--- src/rtl/gpio_irq_pkg.sv ---
package gpio_irq_pkg;

  localparam int PORT_W = 8;
  localparam int TYPE_W = 3 * PORT_W;

  typedef struct packed {
    logic both;
    logic edge_mode;
    logic sel_hi;
  } pin_cfg_t;

  typedef enum logic [1:0] {
    RS_NONE = 2'd0,
    RS_STAT = 2'd1,
    RS_EN   = 2'd2,
    RS_TYPE = 2'd3
  } rd_sel_e;

  function automatic pin_cfg_t f_pin_cfg(input logic [TYPE_W-1:0] word, input int p);
    pin_cfg_t c;
    c.sel_hi    = word[p];
    c.edge_mode = word[PORT_W + p];
    c.both      = word[2*PORT_W + p];
    return c;
  endfunction

  function automatic logic f_hit(input pin_cfg_t c, input logic cur, input logic prv);
    logic r;
    if (c.edge_mode) begin
      if (c.both)        r = cur ^ prv;
      else if (c.sel_hi) r = cur & ~prv;
      else               r = ~cur & prv;
    end else begin
      r = c.sel_hi ? cur : ~cur;
    end
    return r;
  endfunction

  function automatic logic [PORT_W-1:0] f_masked(input logic [PORT_W-1:0] old,
                                                  input logic [2*PORT_W-1:0] d);
    logic [PORT_W-1:0] m;
    m = d[2*PORT_W-1:PORT_W];
    return (old & ~m) | (d[PORT_W-1:0] & m);
  endfunction

endpackage

--- src/rtl/gpio_irq_decode.sv ---
module gpio_irq_decode
  import gpio_irq_pkg::*;
#(
  parameter int NUM_PORTS = 4,
  parameter int ADDR_W    = 12,
  parameter int MASK_OFS  = 'h080
) (
  input  logic                 clk,
  input  logic                 rst_n,
  input  logic                 wr_en,
  input  logic [ADDR_W-1:0]    wr_addr,
  input  logic [ADDR_W-1:0]    rd_addr,
  output logic [NUM_PORTS-1:0] we_type,
  output logic [NUM_PORTS-1:0] we_stat,
  output logic [NUM_PORTS-1:0] we_en,
  output logic [NUM_PORTS-1:0] we_en_msk,
  output logic [NUM_PORTS-1:0] we_clr,
  output logic [1:0]           rd_port,
  output rd_sel_e              rd_sel
);
  localparam int SL_STAT = 'h040 >> 4;
  localparam int SL_EN   = 'h050 >> 4;
  localparam int SL_TYPE = 'h060 >> 4;
  localparam int SL_CLR  = 'h070 >> 4;
  localparam int SL_MEN  = (MASK_OFS + 'h050) >> 4;

  logic [ADDR_W-5:0] w_slot, r_slot;
  logic [1:0]        w_port;
  logic [1:0]        unused_lo;

  assign w_slot    = wr_addr[ADDR_W-1:4];
  assign r_slot    = rd_addr[ADDR_W-1:4];
  assign w_port    = wr_addr[3:2];
  assign rd_port   = rd_addr[3:2];
  assign unused_lo = wr_addr[1:0] ^ rd_addr[1:0];

  for (genvar n = 0; n < NUM_PORTS; n++) begin : g_strobe
    logic hit_port;
    assign hit_port     = wr_en && (int'(w_port) == n);
    assign we_stat[n]   = hit_port && (int'(w_slot) == SL_STAT);
    assign we_en[n]     = hit_port && (int'(w_slot) == SL_EN);
    assign we_type[n]   = hit_port && (int'(w_slot) == SL_TYPE);
    assign we_clr[n]    = hit_port && (int'(w_slot) == SL_CLR);
    assign we_en_msk[n] = hit_port && (int'(w_slot) == SL_MEN);
  end

  always_comb begin
    rd_sel = RS_NONE;
    if (int'(rd_port) < NUM_PORTS) begin
      if (int'(r_slot) == SL_STAT)                                  rd_sel = RS_STAT;
      else if (int'(r_slot) == SL_EN || int'(r_slot) == SL_MEN)     rd_sel = RS_EN;
      else if (int'(r_slot) == SL_TYPE)                             rd_sel = RS_TYPE;
      else                                                          rd_sel = RS_NONE;
    end
  end

  // At most one register slot is hit by one bus write
  p_one_strobe_r8: assert property (@(posedge clk) disable iff (!rst_n)
    $onehot0({we_type, we_stat, we_en, we_en_msk, we_clr}));

endmodule

--- src/rtl/gpio_irq_port.sv ---
module gpio_irq_port
  import gpio_irq_pkg::*;
(
  input  logic              clk,
  input  logic              rst_n,
  input  logic [PORT_W-1:0] pins,
  input  logic [TYPE_W-1:0] wdata,
  input  logic              we_type,
  input  logic              we_stat,
  input  logic              we_en,
  input  logic              we_en_msk,
  input  logic              we_clr,
  output logic [TYPE_W-1:0] type_q,
  output logic [PORT_W-1:0] status_q,
  output logic [PORT_W-1:0] enable_q,
  output logic [PORT_W-1:0] pend
);
  logic [PORT_W-1:0] prev_q;
  logic [PORT_W-1:0] hit;
  logic [PORT_W-1:0] edge_m;
  logic [PORT_W-1:0] lvl_m;
  logic [PORT_W-1:0] clr_hit;
  logic [PORT_W-1:0] status_d;

  assign clr_hit = we_clr ? wdata[PORT_W-1:0] : '0;

  for (genvar p = 0; p < PORT_W; p++) begin : g_pin
    pin_cfg_t cfg;
    assign cfg       = f_pin_cfg(type_q, p);
    assign edge_m[p] = cfg.edge_mode;
    assign lvl_m[p]  = ~cfg.edge_mode;
    assign hit[p]    = f_hit(cfg, pins[p], prev_q[p]);

    always_comb begin
      if (cfg.edge_mode) status_d[p] = (status_q[p] & ~clr_hit[p]) | hit[p];
      else if (clr_hit[p]) status_d[p] = 1'b0;
      else                 status_d[p] = status_q[p] | hit[p];
    end
  end

  always_ff @(posedge clk or negedge rst_n) begin
    if (!rst_n) begin
      prev_q   <= '0;
      status_q <= '0;
      enable_q <= '0;
      type_q   <= '0;
    end else begin
      prev_q   <= pins;
      status_q <= status_d;
      if (we_type)        type_q   <= wdata;
      if (we_en)          enable_q <= wdata[PORT_W-1:0];
      else if (we_en_msk) enable_q <= f_masked(enable_q, wdata[2*PORT_W-1:0]);
    end
  end

  assign pend = status_q & enable_q;

  // A status bit only rises when its trigger fired
  p_only_trigger_sets_r3: assert property (@(posedge clk) disable iff (!rst_n)
    1'b1 |=> ((status_q & ~$past(status_q) & ~$past(hit)) == '0));

  // Edge arriving with a clear keeps the bit
  p_edge_beats_clear_r6: assert property (@(posedge clk) disable iff (!rst_n)
    we_clr |=> ((status_q & $past(hit & edge_m)) == $past(hit & edge_m)));

  // Clear of a level pin drops the bit for one cycle
  p_level_clear_wins_r7: assert property (@(posedge clk) disable iff (!rst_n)
    we_clr |=> ((status_q & $past(lvl_m & wdata[PORT_W-1:0])) == '0));

  // Masked enable write leaves unmasked bits alone
  p_masked_keeps_r8: assert property (@(posedge clk) disable iff (!rst_n)
    (we_en_msk && !we_en) |=>
      (((enable_q ^ $past(enable_q)) & ~$past(wdata[2*PORT_W-1:PORT_W])) == '0));

  // A bus write to status is ignored
  p_stat_write_ignored_r10: assert property (@(posedge clk) disable iff (!rst_n)
    (we_stat && !we_clr && (hit == '0)) |=> (status_q == $past(status_q)));

endmodule

--- src/rtl/gpio_irq_bank.sv ---
module gpio_irq_bank
  import gpio_irq_pkg::*;
#(
  parameter int NUM_PORTS = 4,
  parameter int ADDR_W    = 12,
  parameter int MASK_OFS  = 'h080
) (
  input  logic              clk,
  input  logic              rst_n,
  input  logic [31:0]       pins_i,
  input  logic              wr_en,
  input  logic [ADDR_W-1:0] wr_addr,
  input  logic [31:0]       wr_data,
  input  logic [ADDR_W-1:0] rd_addr,
  output logic [31:0]       rd_data,
  output logic              irq_o
);
  localparam int NPINS = NUM_PORTS * PORT_W;

  logic [NUM_PORTS-1:0] we_type, we_stat, we_en, we_en_msk, we_clr;
  logic [1:0]           rd_port;
  rd_sel_e              rd_sel;

  logic [TYPE_W-1:0] type_a   [NUM_PORTS];
  logic [PORT_W-1:0] status_a [NUM_PORTS];
  logic [PORT_W-1:0] enable_a [NUM_PORTS];
  logic [NPINS-1:0]  pend_all;
  logic [NPINS-1:0]  en_all;
  logic [7:0]        unused_hi;

  assign unused_hi = wr_data[31:24];

  gpio_irq_decode #(
    .NUM_PORTS(NUM_PORTS), .ADDR_W(ADDR_W), .MASK_OFS(MASK_OFS)
  ) u_dec (
    .clk(clk), .rst_n(rst_n), .wr_en(wr_en), .wr_addr(wr_addr), .rd_addr(rd_addr),
    .we_type(we_type), .we_stat(we_stat), .we_en(we_en), .we_en_msk(we_en_msk),
    .we_clr(we_clr), .rd_port(rd_port), .rd_sel(rd_sel)
  );

  for (genvar n = 0; n < NUM_PORTS; n++) begin : g_port
    gpio_irq_port u_port (
      .clk(clk), .rst_n(rst_n),
      .pins(pins_i[n*PORT_W +: PORT_W]),
      .wdata(wr_data[TYPE_W-1:0]),
      .we_type(we_type[n]), .we_stat(we_stat[n]), .we_en(we_en[n]),
      .we_en_msk(we_en_msk[n]), .we_clr(we_clr[n]),
      .type_q(type_a[n]), .status_q(status_a[n]), .enable_q(enable_a[n]),
      .pend(pend_all[n*PORT_W +: PORT_W])
    );
    assign en_all[n*PORT_W +: PORT_W] = enable_a[n];
  end

  assign irq_o = |pend_all;

  always_comb begin
    rd_data = '0;
    if (int'(rd_port) < NUM_PORTS) begin
      case (rd_sel)
        RS_STAT: rd_data[PORT_W-1:0] = status_a[rd_port];
        RS_EN:   rd_data[PORT_W-1:0] = enable_a[rd_port];
        RS_TYPE: rd_data[TYPE_W-1:0] = type_a[rd_port];
        default: rd_data = '0;
      endcase
    end
  end

  // With every enable bit off the request stays low
  p_irq_needs_enable_r9: assert property (@(posedge clk) disable iff (!rst_n)
    (en_all == '0) |-> !irq_o);

  // Reset state reaches the request line
  always_comb begin
    if (!rst_n) p_reset_quiet_r1: assert (!irq_o);
  end

endmodule

--- config.mk ---
export PLATFORM = sky130hd
export DESIGN_NAME = gpio_irq_bank
export DESIGN_NICKNAME = d
export VERILOG_FILES = /design/src/rtl/gpio_irq_pkg.sv /design/src/rtl/gpio_irq_decode.sv /design/src/rtl/gpio_irq_port.sv /design/src/rtl/gpio_irq_bank.sv
export SDC_FILE = /design/constraint.sdc
export NUM_CORES = 1
export LEC_CHECK = 0
export CAP_MARGIN = 30
export CORE_ASPECT_RATIO = 0.6
export CORE_MARGIN = 10
export CORE_UTILIZATION = 50
export CTS_BUF_LIST = sky130_fd_sc_hd__clkbuf_8 sky130_fd_sc_hd__clkbuf_16
export DETAILED_ROUTE_END_ITERATION = 12
export DONT_BUFFER_PORTS = 1
export HOLD_SLACK_MARGIN = 0.15
export PLACE_DENSITY = 0.69
export SYNTH_ARGS = -nofsm -noshare
export SYNTH_HDL_FRONTEND = slang
export SYNTH_SLANG_ARGS = --single-unit
--- constraint.sdc ---
create_clock -name clk -period 3.7 [get_ports clk]
set_clock_uncertainty 0.1 [all_clocks]
set_input_delay 0.74 -clock clk [delete_from_list [all_inputs] [get_ports clk]]
set_output_delay 0.74 -clock clk [all_outputs]
set_load 0.005 [all_outputs]
Word level (Yosys, flattened, before mapping)
Index checks and enable logic that the tools add are counted.
{"block": "word_totals", "reg_bits": 192, "latch_bits": 0, "ramBits": 0, "mem_bits_ro": 0, "in_bits": 91, "output_inout_bits": 33, "wordCells": 579, "mem_count": 0}
{"block": "op_classes", "addsub": 0, "n_mul": 0, "div": 0, "magnitude_cmp": 1, "n_eq_ne": 14, "shift": 0, "mux": 218, "n_bitwise": 303, "n_reduce_logical": 27}
{"op": "1-bit two-way mux", "n": 192}
{"op": "8-bit two-way mux", "n": 16}
{"op": "1-bit bitwise AND", "n": 96}
{"op": "1-bit NOT", "n": 96}
{"op": "8-bit bitwise AND", "n": 9}
{"op": "1-bit OR", "n": 64}
{"op": "24-bit binary-select mux with 2-bit select", "n": 1}
{"op": "8-bit by 4-bit equality test with 1-bit output (second input constant)", "n": 6}
{"op": "24-bit two-way mux", "n": 2}
{"op": "8-bit binary-select mux with 2-bit select", "n": 2}
{"op": "8-bit OR", "n": 4}
{"op": "32-bit OR reduction", "n": 1}
{"op": "1-bit XOR", "n": 32}
{"op": "8-bit one-hot mux with 3 select lines", "n": 1}
{"op": "1-bit logical AND", "n": 20}
{"op": "8-bit by 5-bit equality test with 1-bit output (second input constant)", "n": 2}
{"op": "16-bit two-way mux", "n": 1}
{"op": "2-bit equality test (second input constant)", "n": 4}
{"op": "8-bit NOT", "n": 1}
{"op": "2-bit nonzero test", "n": 4}
{"op": "2-bit two-way mux", "n": 3}
{"op": "2-bit by 1-bit equality test with 1-bit output (second input constant)", "n": 2}
{"op": "3-bit >= comparator (second input constant)", "n": 1}
{"op": "2-bit NOT with 3-bit output", "n": 1}
{"op": "other kinds (2)", "n": 2}

Longest topological paths before layout
{"block": "logic_depth", "word_depth": 8, "ltp_mapped": 6, "ltp_nobuf": 5}

Cells and area by module
From an unflattened synthesis, not the netlist that was laid out.
{"block": "unflattened", "hier_cells": 919, "area_unflattened_um2": 11040.6}
{"module": "gpio_irq_port", "n_inst": 4, "cells_each": 190, "area_per_inst_um2": 2349.8, "seq_area_each_um2": 1201.2}
{"module": "gpio_irq_bank", "n_inst": 1, "cells_each": 116, "area_per_inst_um2": 1356.3, "seq_area_each_um2": 0.0}
{"module": "gpio_irq_decode", "n_inst": 1, "cells_each": 43, "area_per_inst_um2": 285.3, "seq_area_each_um2": 0.0}

Worst setup path before layout
OpenSTA, ideal clock, no wires.
{"block": "synth_timing", "path_kind": "input-to-output", "from": "input port rd_addr[9]", "to": "output port rd_data[0]", "t_arrival_ps": 1895, "required_ps": 2860, "setup_slack_ps": 965, "stages": 4, "n_path_buf": 1, "cell_sequence": "nor4_1 clkbuf_1 nand4b_1 o221ai_1"}
{"block": "synth_via", "elab_chain_len": 6, "word_cells_on_any_way": 12, "cone_classes": "eq/ne (7); mux (4); reduce/logical (1)"}
{"item": "start: declaration", "line": "gpio_irq_bank.sv:14", "text": "input logic [ADDR_W-1:0] rd_addr,"}
{"item": "8-bit by 4-bit equality test with 1-bit output, or another cell as far along", "line": "gpio_irq_decode.sv:52", "text": "else if (int'(r_slot) == SL_TYPE) rd_sel = RS_TYPE;"}
{"item": "2-bit two-way mux or 1-bit logical OR (tied branches)", "line": "gpio_irq_decode.sv:52, gpio_irq_decode.sv:51"}
{"item": "2-bit two-way mux", "line": "gpio_irq_decode.sv:51", "text": "else if (int'(r_slot) == SL_EN || int'(r_slot) == SL_MEN) rd_sel = RS_EN;"}
{"item": "2-bit two-way mux *", "line": "gpio_irq_decode.sv:50", "text": "if (int'(r_slot) == SL_STAT) rd_sel = RS_STAT;"}
{"item": "2-bit equality test or 2-bit by 1-bit equality test with 1-bit output (tied branches)", "line": "gpio_irq_bank.sv:59", "text": "case (rd_sel)"}
{"item": "8-bit one-hot mux with 3 select lines *", "line": "gpio_irq_bank.sv:59"}
{"item": "end: declaration", "line": "gpio_irq_bank.sv:15", "text": "output logic [31:0] rd_data,"}
Every way passes the cells marked *; elsewhere a longest branch is shown, timed or not.

Worst setup path in the final report
{"block": "layout_timing", "from": "input port rd_addr[9]", "to": "output port rd_data[3]"}
The elaborated chain is that of the path after synthesis.

==> reports/qor.txt <==
run status: finished, violations left
failing checks: hold timing
critical path startpoint category: primary input
maxcap violations: 0
# nets final: 1,101
area growth from synthesis to layout: 8.91%
worst hold-check path type: in -> async
Synth Flop Type: dfrtp_1
DPL Wire Length: 20,800 um
dpl cell area: 11,400 sq um
PortBufs: 0
R2R depth: 5
Synth cell types: 38
Peak supply drop: 0.000345 V
Yosys reg bits: 192
Top Ports: 124
synthesized cell area: 11,100 sq um
Avg Vias per Cell: 6.15
syn avg cell area: 11.8 sq um
leak pwr: 5.37 nW
H-Tree Depth: 4
crit share post-route: 82.8%
CP arrival: 2.22 ns
DR pass1 iterations: 6
Worst setup startpoint: rd_addr[9]
DRC: 0
grt ovf: 0
CTS sink cnt: 192
final setup violation count: 0
CTS resizes: 0
DRT Wirelength: 29,700 um
first-pass GRT wire length: 45,900 um
Design Area, Final: 12,000 sq um
setup TNS: 0 ns
n_diodes: 0
GRT Util Overall: 21.3%
initial antenna violation count: 0
Synth Instances: 937
R2R setup slack: 2.33 ns
Root Driver: clkbuf_16
crit path to: rd_data[3]
Starting Density: 50.5%
largest net degree at the start of global routing: 193
CTS tree: built
CTS Buffer Depth: 2
clock-pin transition on the worst setup and hold timing paths: 0.07 ns
Die Height: 135 um
FFs w/ async S/R, synth: 100%
Placer Congestion: 0.864
slew margin rel.: 39.8%
1st-iter DRT viols: 739
Synth area leader: dfrtp_1
largest cells by area after synthesis: dfrtp_1 (43%), mux2_2 (14%), mux4_2 (8.2%), ha_1 (7.2%), inv_1 (4.1%)
Least-Margin Pin Slew: 0.903 ns
sequential share of the synthesized area: 43.5%
share of cells above drive strength 1: 26.1%
clk_lat worst skew: 0.46 ns
Post-synth EDFFs: 0
endpoint class of the critical path: primary output
final hold violation count: 192
R2R Path Start: g_port[1].u_port.prev_q[6]
vias: 7,657
fin crit period: 3.06 ns
Synth top area share: 43.5%
Slew Viols, Final: 0
ANT nets after route: 0
final hold slack: -0.122 ns
die width: 212 um
per-cell routed wire length: 23.9 um
crit path kind: in -> out
power per cell area: 363 nW/um^2
Fillers: 1,846
Die ar.: 28,600 sq um
FMAX: 326 MHz
vias in the first global route: 7,569
crit-path max FO: 8
cts bufs inserted: 17
Warnings, synthesis: 0
Critical Path RT: 2.86 ns
worst reg2reg endpoint: g_port[1].u_port.status_q[6]
RSZ-0062 raised after global routing: false
Core ar.: 21,900 sq um
Rows: 42
==> Yosys cell counts, types with 27 or more instances <==
library cell,instances
a21oi_1,32
dfrtp_1,192
ha_1,64
inv_1,120
mux2_1,27
mux2_2,133
mux4_2,40
nand2_1,32
nand4_1,44
nor4_1,33
o21ai_0,32
o22ai_1,32
xnor2_1,32
==> cell families after synthesis <==
family,synth area share [%]
mux,24.5
flops,43.5
buf+inv,6.76
simple gates,9.06
compound gates,6.43
fa+ha+maj,7.25
xor+xnor,2.54
other cells,0.0339
==> report_power, final <==
part	switching, W	leakage, nW	internal [W]	total, W
sequential	0.0000336	2.44	0.00214	0.00217
combinational	0.000120	2.64	0.000127	0.000247
clock	0.000853	0.291	0.00110	0.00195
==> how the worst min path moves through the flow <==
stage	startpoint	to	slack, ns	depth (start not counted)
final	rst_n	g_port[1].u_port.prev_q[4]	-0.12	0
after CTS	rst_n	g_port[2].u_port.type_q[5]	-0.14	0
after floorplan	rst_n	async pin	0.34	0
after global routing	rst_n	g_port[0].u_port.prev_q[4]	-0.14	0
after detailed placement	rst_n	g_port[0].u_port.type_q[20]	0.35	0
after global placement	rst_n	g_port[0].u_port.prev_q[4]	0.35	0
==> timing repair <==
action,in CTS,in global routing
endpoints found under the setup margin,0,0
endpoints found under the hold margin,192,192
setup buffers,0,0
==> stage by stage <==
stage	hold slack (ns)	total power [W]	instances	setup slack [ns]	utilization, %
2_1_floorplan	0.344	0.00242	944	0.965	-
3_3_place_gp	0.354	0.00244	1213	0.662	52.2
3_5_place_dp	0.353	0.00246	1213	0.659	52.2
4_1_cts	-0.144	0.00440	1245	0.661	55.1
5_1_grt	-0.143	0.00452	1245	0.489	55.1
6_report	-0.122	0.00437	1245	0.637	55.1
==> per-layer routing <==
layer	vias up	track usage [%]	routed length, um
met5	-	0	0
met4	0	5.29	336
met3	25	7.76	3150
met2	302	29.7	12700
met1	3925	30.5	13600
li1	3405	-	-
==> worst max-delay path, cell delays in order <==
cell and delay (ns):
nor4_2 0.45, nand3b_1 0.52, o221ai_1 0.50
==> area by class of cell <==
type                    count  area (sq um)  share of cell area [%]
repair buffers             35           263                    2.18
clock buffers              19           453                    3.76
clock inverters            13           161                    1.34
inverters                 120           450                    3.74
multi-input cells         580          5550                    46.1
well taps                 286           358                    2.97
flip-flops and latches    192          4800                    39.9
==> cell usage in the layout (no fill, tap or decap), types with 16 or more instances in the layout <==
master and count:
o22ai_1 32, o21ai_0 32, a22oi_1 16, inv_1 120
ha_1 64, clkbuf_16 17, xnor2_1 32, a21oi_1 32
nand4_1 44, mux4_2 40, mux2_2 133, mux2_1 27
nor4_1 32, buf_4 35, dfrtp_1 192, nand2_1 32
nor2b_1 16
No activity file was read; power rests on OpenSTA's default activity.
